**config.mk**
```make
export PLATFORM = sky130hd
export DESIGN_NAME = gated_freq_counter
export DESIGN_NICKNAME = d
export VERILOG_FILES = /design/src/rtl/fmc_pkg.sv /design/src/rtl/fmc_timebase.sv /design/src/rtl/fmc_edge_sync.sv /design/src/rtl/fmc_decade_chain.sv /design/src/rtl/gated_freq_counter.sv
export SDC_FILE = /design/constraint.sdc
export NUM_CORES = 1
export LEC_CHECK = 0
export ABC_AREA = 1
export BUFFER_PORTS_ARGS = -buffer_cell sky130_fd_sc_hd__buf_2
export CELL_PAD_IN_SITES_DETAIL_PLACEMENT = 0
export CELL_PAD_IN_SITES_GLOBAL_PLACEMENT = 2
export CORE_MARGIN = 4
export CORE_UTILIZATION = 32
export CTS_CLUSTER_DIAMETER = 80
export CTS_CLUSTER_SIZE = 8
export DETAILED_ROUTE_END_ITERATION = 6
export HOLD_SLACK_MARGIN = 0.05
export PLACE_DENSITY = 0.82
export RECOVER_POWER = 50
export SLEW_MARGIN = 10
export SYNTH_ARGS = -nofsm -noshare
export SYNTH_HDL_FRONTEND = slang
export SYNTH_SLANG_ARGS = --single-unit
```
**constraint.sdc**
```tcl
create_clock -name clk_ref -period 1.8 [get_ports clk_ref]
set_clock_uncertainty 0.15 [all_clocks]
set_input_delay 0.36 -clock clk_ref [delete_from_list [all_inputs] [get_ports clk_ref]]
set_output_delay 0.36 -clock clk_ref [all_outputs]
set_load 0.1 [all_outputs]
```
**src/rtl/fmc_pkg.sv**
```systemverilog
package fmc_pkg;

  localparam int unsigned BCD_W = 4;

  typedef logic [BCD_W-1:0] bcd_t;

  typedef enum logic [1:0] {
    PH_CLEAR  = 2'd0,
    PH_GATE_A = 2'd1,
    PH_GATE_B = 2'd2,
    PH_HOLD   = 2'd3
  } phase_e;

  // next value of one decade digit, wrapping 9 -> 0
  function automatic bcd_t bcd_step(input bcd_t d);
    return (d == bcd_t'(9)) ? '0 : bcd_t'(d + bcd_t'(1));
  endfunction

  function automatic logic bcd_is_max(input bcd_t d);
    return d == bcd_t'(9);
  endfunction

  // phase sequencer successor
  function automatic phase_e phase_next(input phase_e p);
    case (p)
      PH_CLEAR:  return PH_GATE_A;
      PH_GATE_A: return PH_GATE_B;
      PH_GATE_B: return PH_HOLD;
      default:   return PH_CLEAR;
    endcase
  endfunction

endpackage

```
**src/rtl/fmc_timebase.sv**
```systemverilog
module fmc_timebase
  import fmc_pkg::*;
#(
  parameter int unsigned DIV_BITS = 14
) (
  input  logic clk,
  input  logic rst_n,
  output logic gate_o,
  output logic hold_o,
  output logic clr_o
);

  logic [DIV_BITS-1:0] presc_q;
  logic                wrap;
  phase_e              phase_q;

  assign wrap = &presc_q;

  always_ff @(posedge clk) begin
    if (!rst_n) begin
      presc_q <= '0;
      phase_q <= PH_CLEAR;
    end else begin
      presc_q <= presc_q + 1'b1;
      if (wrap) phase_q <= phase_next(phase_q);
    end
  end

  assign clr_o  = (phase_q == PH_CLEAR);
  assign gate_o = (phase_q == PH_GATE_A) || (phase_q == PH_GATE_B);
  assign hold_o = (phase_q == PH_HOLD);

endmodule

```
**src/rtl/fmc_edge_sync.sv**
```systemverilog
module fmc_edge_sync #(
  parameter int unsigned STAGES = 2
) (
  input  logic clk,
  input  logic rst_n,
  input  logic din,
  output logic rise_o
);

  logic [STAGES-1:0] sync_q;
  logic              prev_q;

  always_ff @(posedge clk) begin
    if (!rst_n) begin
      sync_q <= '0;
      prev_q <= 1'b0;
    end else begin
      sync_q <= {sync_q[STAGES-2:0], din};
      prev_q <= sync_q[STAGES-1];
    end
  end

  assign rise_o = sync_q[STAGES-1] & ~prev_q;

endmodule

```
**src/rtl/fmc_decade_chain.sv**
```systemverilog
module fmc_decade_chain
  import fmc_pkg::*;
#(
  parameter int unsigned DIGITS = 3,
  localparam int unsigned W = DIGITS * BCD_W
) (
  input  logic         clk,
  input  logic         rst_n,
  input  logic         clr_i,
  input  logic         inc_i,
  output logic [W-1:0] digits_o,
  output logic         ovf_o
);

  bcd_t          dig_q [DIGITS];
  logic [DIGITS:0] lower_max;
  logic          full;
  logic          step;
  logic          ovf_q;

  assign lower_max[0] = 1'b1;
  assign full = lower_max[DIGITS];
  assign step = inc_i & ~full;

  for (genvar g = 0; g < DIGITS; g++) begin : g_digit
    assign lower_max[g+1] = lower_max[g] & bcd_is_max(dig_q[g]);

    always_ff @(posedge clk) begin
      if (!rst_n || clr_i)             dig_q[g] <= '0;
      else if (step && lower_max[g])   dig_q[g] <= bcd_step(dig_q[g]);
    end

    assign digits_o[g*BCD_W +: BCD_W] = dig_q[g];
  end

  always_ff @(posedge clk) begin
    if (!rst_n || clr_i)    ovf_q <= 1'b0;
    else if (inc_i && full) ovf_q <= 1'b1;
  end

  assign ovf_o = ovf_q;

endmodule

```
**src/rtl/gated_freq_counter.sv**
```systemverilog
module gated_freq_counter
  import fmc_pkg::*;
#(
  parameter int unsigned DIV_BITS    = 14,
  parameter int unsigned DIGITS      = 3,
  parameter int unsigned SYNC_STAGES = 2,
  localparam int unsigned RES_W = DIGITS * BCD_W
) (
  input  logic             clk_ref,
  input  logic             rst_n,
  input  logic             sig_in,
  output logic             gate_open,
  output logic             latch_stb,
  output logic             count_clr,
  output logic [RES_W-1:0] result_bcd,
  output logic             result_ovf
);

  logic             sig_rise;
  logic             count_en;
  logic [RES_W-1:0] live_digits;
  logic             live_ovf;
  logic             hold_q;
  logic             cap_en;
  logic [RES_W-1:0] res_q;
  logic             res_ovf_q;

  fmc_timebase #(.DIV_BITS(DIV_BITS)) u_tb (
    .clk    (clk_ref),
    .rst_n  (rst_n),
    .gate_o (gate_open),
    .hold_o (latch_stb),
    .clr_o  (count_clr)
  );

  fmc_edge_sync #(.STAGES(SYNC_STAGES)) u_sync (
    .clk    (clk_ref),
    .rst_n  (rst_n),
    .din    (sig_in),
    .rise_o (sig_rise)
  );

  assign count_en = gate_open & sig_rise;

  fmc_decade_chain #(.DIGITS(DIGITS)) u_cnt (
    .clk      (clk_ref),
    .rst_n    (rst_n),
    .clr_i    (count_clr),
    .inc_i    (count_en),
    .digits_o (live_digits),
    .ovf_o    (live_ovf)
  );

  // capture on the first cycle of the hold window
  always_ff @(posedge clk_ref) begin
    if (!rst_n) hold_q <= 1'b0;
    else        hold_q <= latch_stb;
  end

  assign cap_en = latch_stb & ~hold_q;

  always_ff @(posedge clk_ref) begin
    if (!rst_n) begin
      res_q     <= '0;
      res_ovf_q <= 1'b0;
    end else if (cap_en) begin
      res_q     <= live_digits;
      res_ovf_q <= live_ovf;
    end
  end

  assign result_bcd = res_q;
  assign result_ovf = res_ovf_q;

endmodule

```
# Word-level counts from Yosys, hierarchy flattened
# Memories as Yosys holds them, arrays and structs flattened.
# Index checks and enable logic that the tools add are counted.
[totals] regBits=34 output_inout_bits=16 input_bits=3 elab_cells=57 mem_bits_rw=12 mem_count=1
[memory_table] name="u_cnt.dig_q" depth=3 word_bits=4 rd=3 rd_clocked_by_memory_dff=0 write_ports=3 line="fmc_decade_chain.sv:15" source="bcd_t dig_q [DIGITS];"
[op_classes] mux=18 eq_ne=6 addsub=4 n_reduce_logical=8 bitwise=12
[op_table] operator="$mux W4" n=6
[op_table] operator="$add A14 B1 Y14 const B" n=1
[op_table] operator="$reduce_and A14 Y1" n=1
[op_table] operator="$add A4 B1 Y4 const B" n=3
[op_table] operator="$eq A4 B4 Y1 const B" n=3
[op_table] operator="$mux W1" n=11
[op_table] operator="$and A1 B1 Y1" n=6
[op_table] operator="$pmux W2 S3" n=1
[op_table] operator="$eq A2 B2 Y1 const B" n=2
[op_table] operator="$logic_and A1 B1 Y1" n=3
[op_table] operator="$not A1 Y1" n=3
[op_table] operator="$or A1 B1 Y1" n=3
[op_table] operator="$eq A2 B1 Y1 const B" n=1
[op_table] operator="$logic_not A2 Y1" n=1
[op_table] operator="$logic_or A1 B1 Y1" n=2
[op_table] operator="$logic_not A1 Y1" n=1

# Longest topological paths before layout
# An unclocked memory read counts as a cell.
[logic_depth] depth_word=11 depth_mapped=9

# Modules after synthesis
# Synthesis repeated with hierarchy kept, for this count alone.
[unflattened] cells_unflattened=284 hier_area_um2=2278.4
[modules_own_cells] module="fmc_timebase" cells_per_inst=114 seq_area_each_um2=320.3 n_inst=1 area_each_um2=857.1
[modules_own_cells] module="fmc_decade_chain" cells_per_inst=69 seq_area_each_um2=380.4 n_inst=1 area_each_um2=729.4
[modules_own_cells] module="gated_freq_counter" cells_per_inst=90 seq_area_each_um2=280.3 n_inst=1 area_each_um2=599.3
[modules_own_cells] module="fmc_edge_sync" cells_per_inst=11 seq_area_each_um2=60.1 n_inst=1 area_each_um2=92.6

# Worst setup path after synthesis
# OpenSTA, ideal clock, no wires.
[synth_timing] path_type="register -> register" from="reg u_tb.phase_q[0]" to="mem u_cnt.dig_q[1][0] (netlist name) (enable)" period_less_slack_ps=2577 setup_slack_ps=-777 t_arrival_ps=2065 path_stages_with_launch=7 path_cell_list="dfxtp_1 inv_1 ha_1 nand2_1 nor2_1 nand2_1 o21ai_0"
[synth_lines] element="start, declared" line="fmc_timebase.sv:15" source="phase_e phase_q;"
[synth_lines] element="start signal, assigned" line="fmc_timebase.sv:25" source="if (wrap) phase_q <= phase_next(phase_q);"
[synth_lines] element="end, declared" line="fmc_decade_chain.sv:15"

# Worst setup path in the final report
[layout_timing] from="reg u_tb.phase_q[0]" to="out gate_open"
[layout_between] elab_chain_len=2 elab_cells_between_ends=3 cone_classes="eq/ne (2); reduce/logical (1)"
[layout_lines] element="$eq A2 B1 Y1 or $eq A2 B2 Y1 (tied branches)" line="fmc_timebase.sv:30" source="assign gate_o = (phase_q == PH_GATE_A) || (phase_q == PH_GATE_B);"
[layout_lines] element="$logic_or A1 B1 Y1 (*)" line="fmc_timebase.sv:30"
[layout_lines] element="end, declared" line="gated_freq_counter.sv:12" source="output logic gate_open,"
# Mark *: on every way between the ends. The rest lies on a longest branch, timed or not.

==> flow_summary.ini <==
[die]
fp.dieH_um = 89.1
fp.dieW_um = 89.1
ios = 19
core_area_um2 = 6390
dieArea_um2 = 7940
fp-row-count = 29
initial_core_util = 0.330

[logic_synthesis]
synth_area_leaders = dfxtp_1, edfxtp_1, nor2_1
synth_top_family_by_area = simple AND/OR/NAND/NOR gates
yosys.area.top_type_share = 0.323
synthMuxAreaShare = 0
synth_xor_area_frac = 0.0416
synth-compound-area-share = 0.0701
yosysSeqAreaShare = 0.494
syn_area_um2 = 2110
syn_inst = 245
yosysWarnings = 0
netlist.top_cell.by_area = dfxtp_1
synthAdderAreaFrac = 0.0654
yosysUniqueCellTypes = 26
ys_ff_latch = 46
syn_area_per_cell_um2 = 8.59
synthSimpleGateAreaFrac = 0.264
syn_nets = 259

[cts]
hold_buffers = 0
htreeDepth = 2
cts_tree = built
path_clk_slew_ps = 90
cts.path.max_buffers = 2
numCtsBuffers = 5
clk_latency_ps = 300
ctsRootBufferMaster = clkbuf_8
numClockSinks = 46

[pwr]
totalPowerFinal_mw = 1.73
vdd_drop_max_uv = 299
powerDensity_nw_per_um2 = 691
p_leak_nw = 1.10

[worst_setup_path]
setup.worst_path.class = flop to output pin
crit_chain = inv_2 > ha_4 > buf_12
worstPathArrival_ps = 1210
endpoint_kind = output pin
critPathBufInv = 2
cp-start-kind = flop
crit_family = flip-flops
crit_required_ps = 1290
cp_max_fo = 4
cpPeakStageDelay_ps = 380
crit_path_top_delay_cell = dfxtp_2

[routing]
wl_per_cell_um = 11.2
drc = 0
detail-route-antenna-nets = 0
firstDrtPassIters = 4
drtIter0Drc = 48
drt-total-wl_mm = 3.94
vias = 1547
drt-vias-per-instance = 4.38

[cells_and_area]
design_area_um2 = 2500
nFillCells = 684
diodes = 0
final_nets = 289
area_growth_pct = 18.6
drive_gt1_frac = 0.236
utilization = 0.391

[sta]
slew_viol_final = 0
tightest_slew_ps = 1050
hold_slack_ps = 90.2
fin_crit_ps = 1720
maxSlewHeadroom = 0.303
finalSetupViolations = 0
rsz0062_at_grt = false
hold_viol = 0
setup_tns_ps = 0
fmax_ghz = 0.580
post-route-period-util = 0.958

[placement]
gp_congestion = 0.782
port_buffers = 18
dp_hpwl_mm = 2.88
post_dp_cell_area_um2 = 2410

[grt]
grt_pass1_vias = 1471
grt_pass1_wl_mm = 6.83
antenna_found_initial = 0
grt_max_degree = 24
overflow = 0
grt_util_all_layers = 0.111

[flow_run]
maxCapViolCount = 0

[worst_hold_path]
min_path_type = primary input to flop

[run_status]
outcome = complete, no violations
==> sequential cells by signal, summed over array words and instances (netlist names) <==
name           flops
u_tb.presc_q      14
result_bcd        12
u_cnt.dig_q       12
u_sync.sync_q      2
u_tb.phase_q       2
hold_q             1
result_ovf         1
u_cnt.ovf_o        1
u_sync.prev_q      1
==> worst register-to-register path, delay by kind of cell (launching register included) <==
| kind | cells | cell delay [ps] |
|---|---|---|
| DFF | 1 | 380 |
| and+or+nand+nor | 3 | 300 |
| adders and majority gates | 1 | 300 |
| AOI/OAI and AO/OA | 1 | 220 |
| buffers and inverters | 1 | 60 |
==> stage by stage <==
| step | setup slack, ps | std cells |
|---|---|---|
| final | 75.7 | 353 |
| after global routing | 4.43 | 353 |
| after CTS | 38.9 | 350 |
| after detailed placement | 63.4 | 342 |
| after global placement | 115 | 342 |
| after floorplan | -5.20 | 245 |
==> metal layers <==
layer,GRT usage,wire length (um),vias up
met5,0,0,-
met4,0.0365,59,0
met3,0.0350,204,7
met2,0.182,1730,27
met1,0.139,1950,680
li1,-,-,833
==> Yosys cell counts <==
master and number:
inv_1 22, nand4_1 3, nand2_4 1, inv_2 6, xnor2_1 6, a21oi_1 12
edfxtp_1 12, nor2_1 49, o21a_1 1, xor2_1 4, ha_1 11, nor2_4 4
dfxtp_1 34, nor3_1 1, nand3_1 9, nand3_2 3, clkbuf_2 1, buf_6 1
nor2_8 1, clkbuf_1 1, nor3_2 1, o21ai_0 16, nand2_1 35, nor2_2 3
buf_2 2, nand2_2 6
==> layout make-up <==
cell class / count / area (um^2) / area share
Clock buffer: 6 / 72.6 / 0.0291
Timing Repair Buffer: 28 / 203 / 0.0812
Inverter: 28 / 105 / 0.0421
Sequential cell: 46 / 1040 / 0.418
Tap cell: 77 / 96.3 / 0.0386
Clock inverter: 2 / 13.8 / 0.00551
Multi-Input combinational cell: 166 / 963 / 0.386
==> cells by family after synthesis <==
logic type               after synthesis
flip-flops                            46
AO/OA/AOI/OAI                         29
AND/OR/NAND/NOR                      116
XOR/XNOR                              10
adder cells (fa/ha/maj)               11
buffers and inverters                 33
==> cells in the final DEF (no fill, tap or decap), types with 2 or more instances in the layout <==
master,count
buf_12,3
dfxtp_2,2
xor2_1,4
nand2_2,7
dfxtp_1,32
nand3_2,3
nor2_2,2
nor2_4,4
nand2_1,33
buf_4,8
nand2_4,2
inv_1,21
a21oi_1,12
clkbuf_1,3
ha_1,9
inv_2,7
nand4_1,3
buf_2,10
nor2_1,50
clkbuf_2,5
clkbuf_8,5
xnor2_1,6
nand3_1,9
edfxtp_1,12
o21ai_0,15
==> where the power goes <==
group          total (mW)  switching [mW]  internal [mW]
Clock               0.625           0.351          0.274
Sequential           1.07         0.00681           1.06
Combinational      0.0319          0.0220        0.00995
Total                1.73           0.380           1.35
==> final timing paths <==
path / depth (start not counted) / endpoint / start / slack, ps
worst max-delay path: 3 / gate_open / u_tb.phase_q[0] / 80
worst min-delay path: 3 / u_sync.sync_q[0] / sig_in / 90
worst max register to register: 6 / u_cnt.dig_q[1][1] / u_tb.phase_q[0] / 90
worst min register to register: 2 / u_sync.sync_q[1] / u_sync.sync_q[0] / 270
==> timing repair <==
action,CTS,global route
setup endpoints to repair,0,12
gates resized for setup,0,2
buffers inserted,0,3
Note: power is estimated with default switching activity, not from simulation.
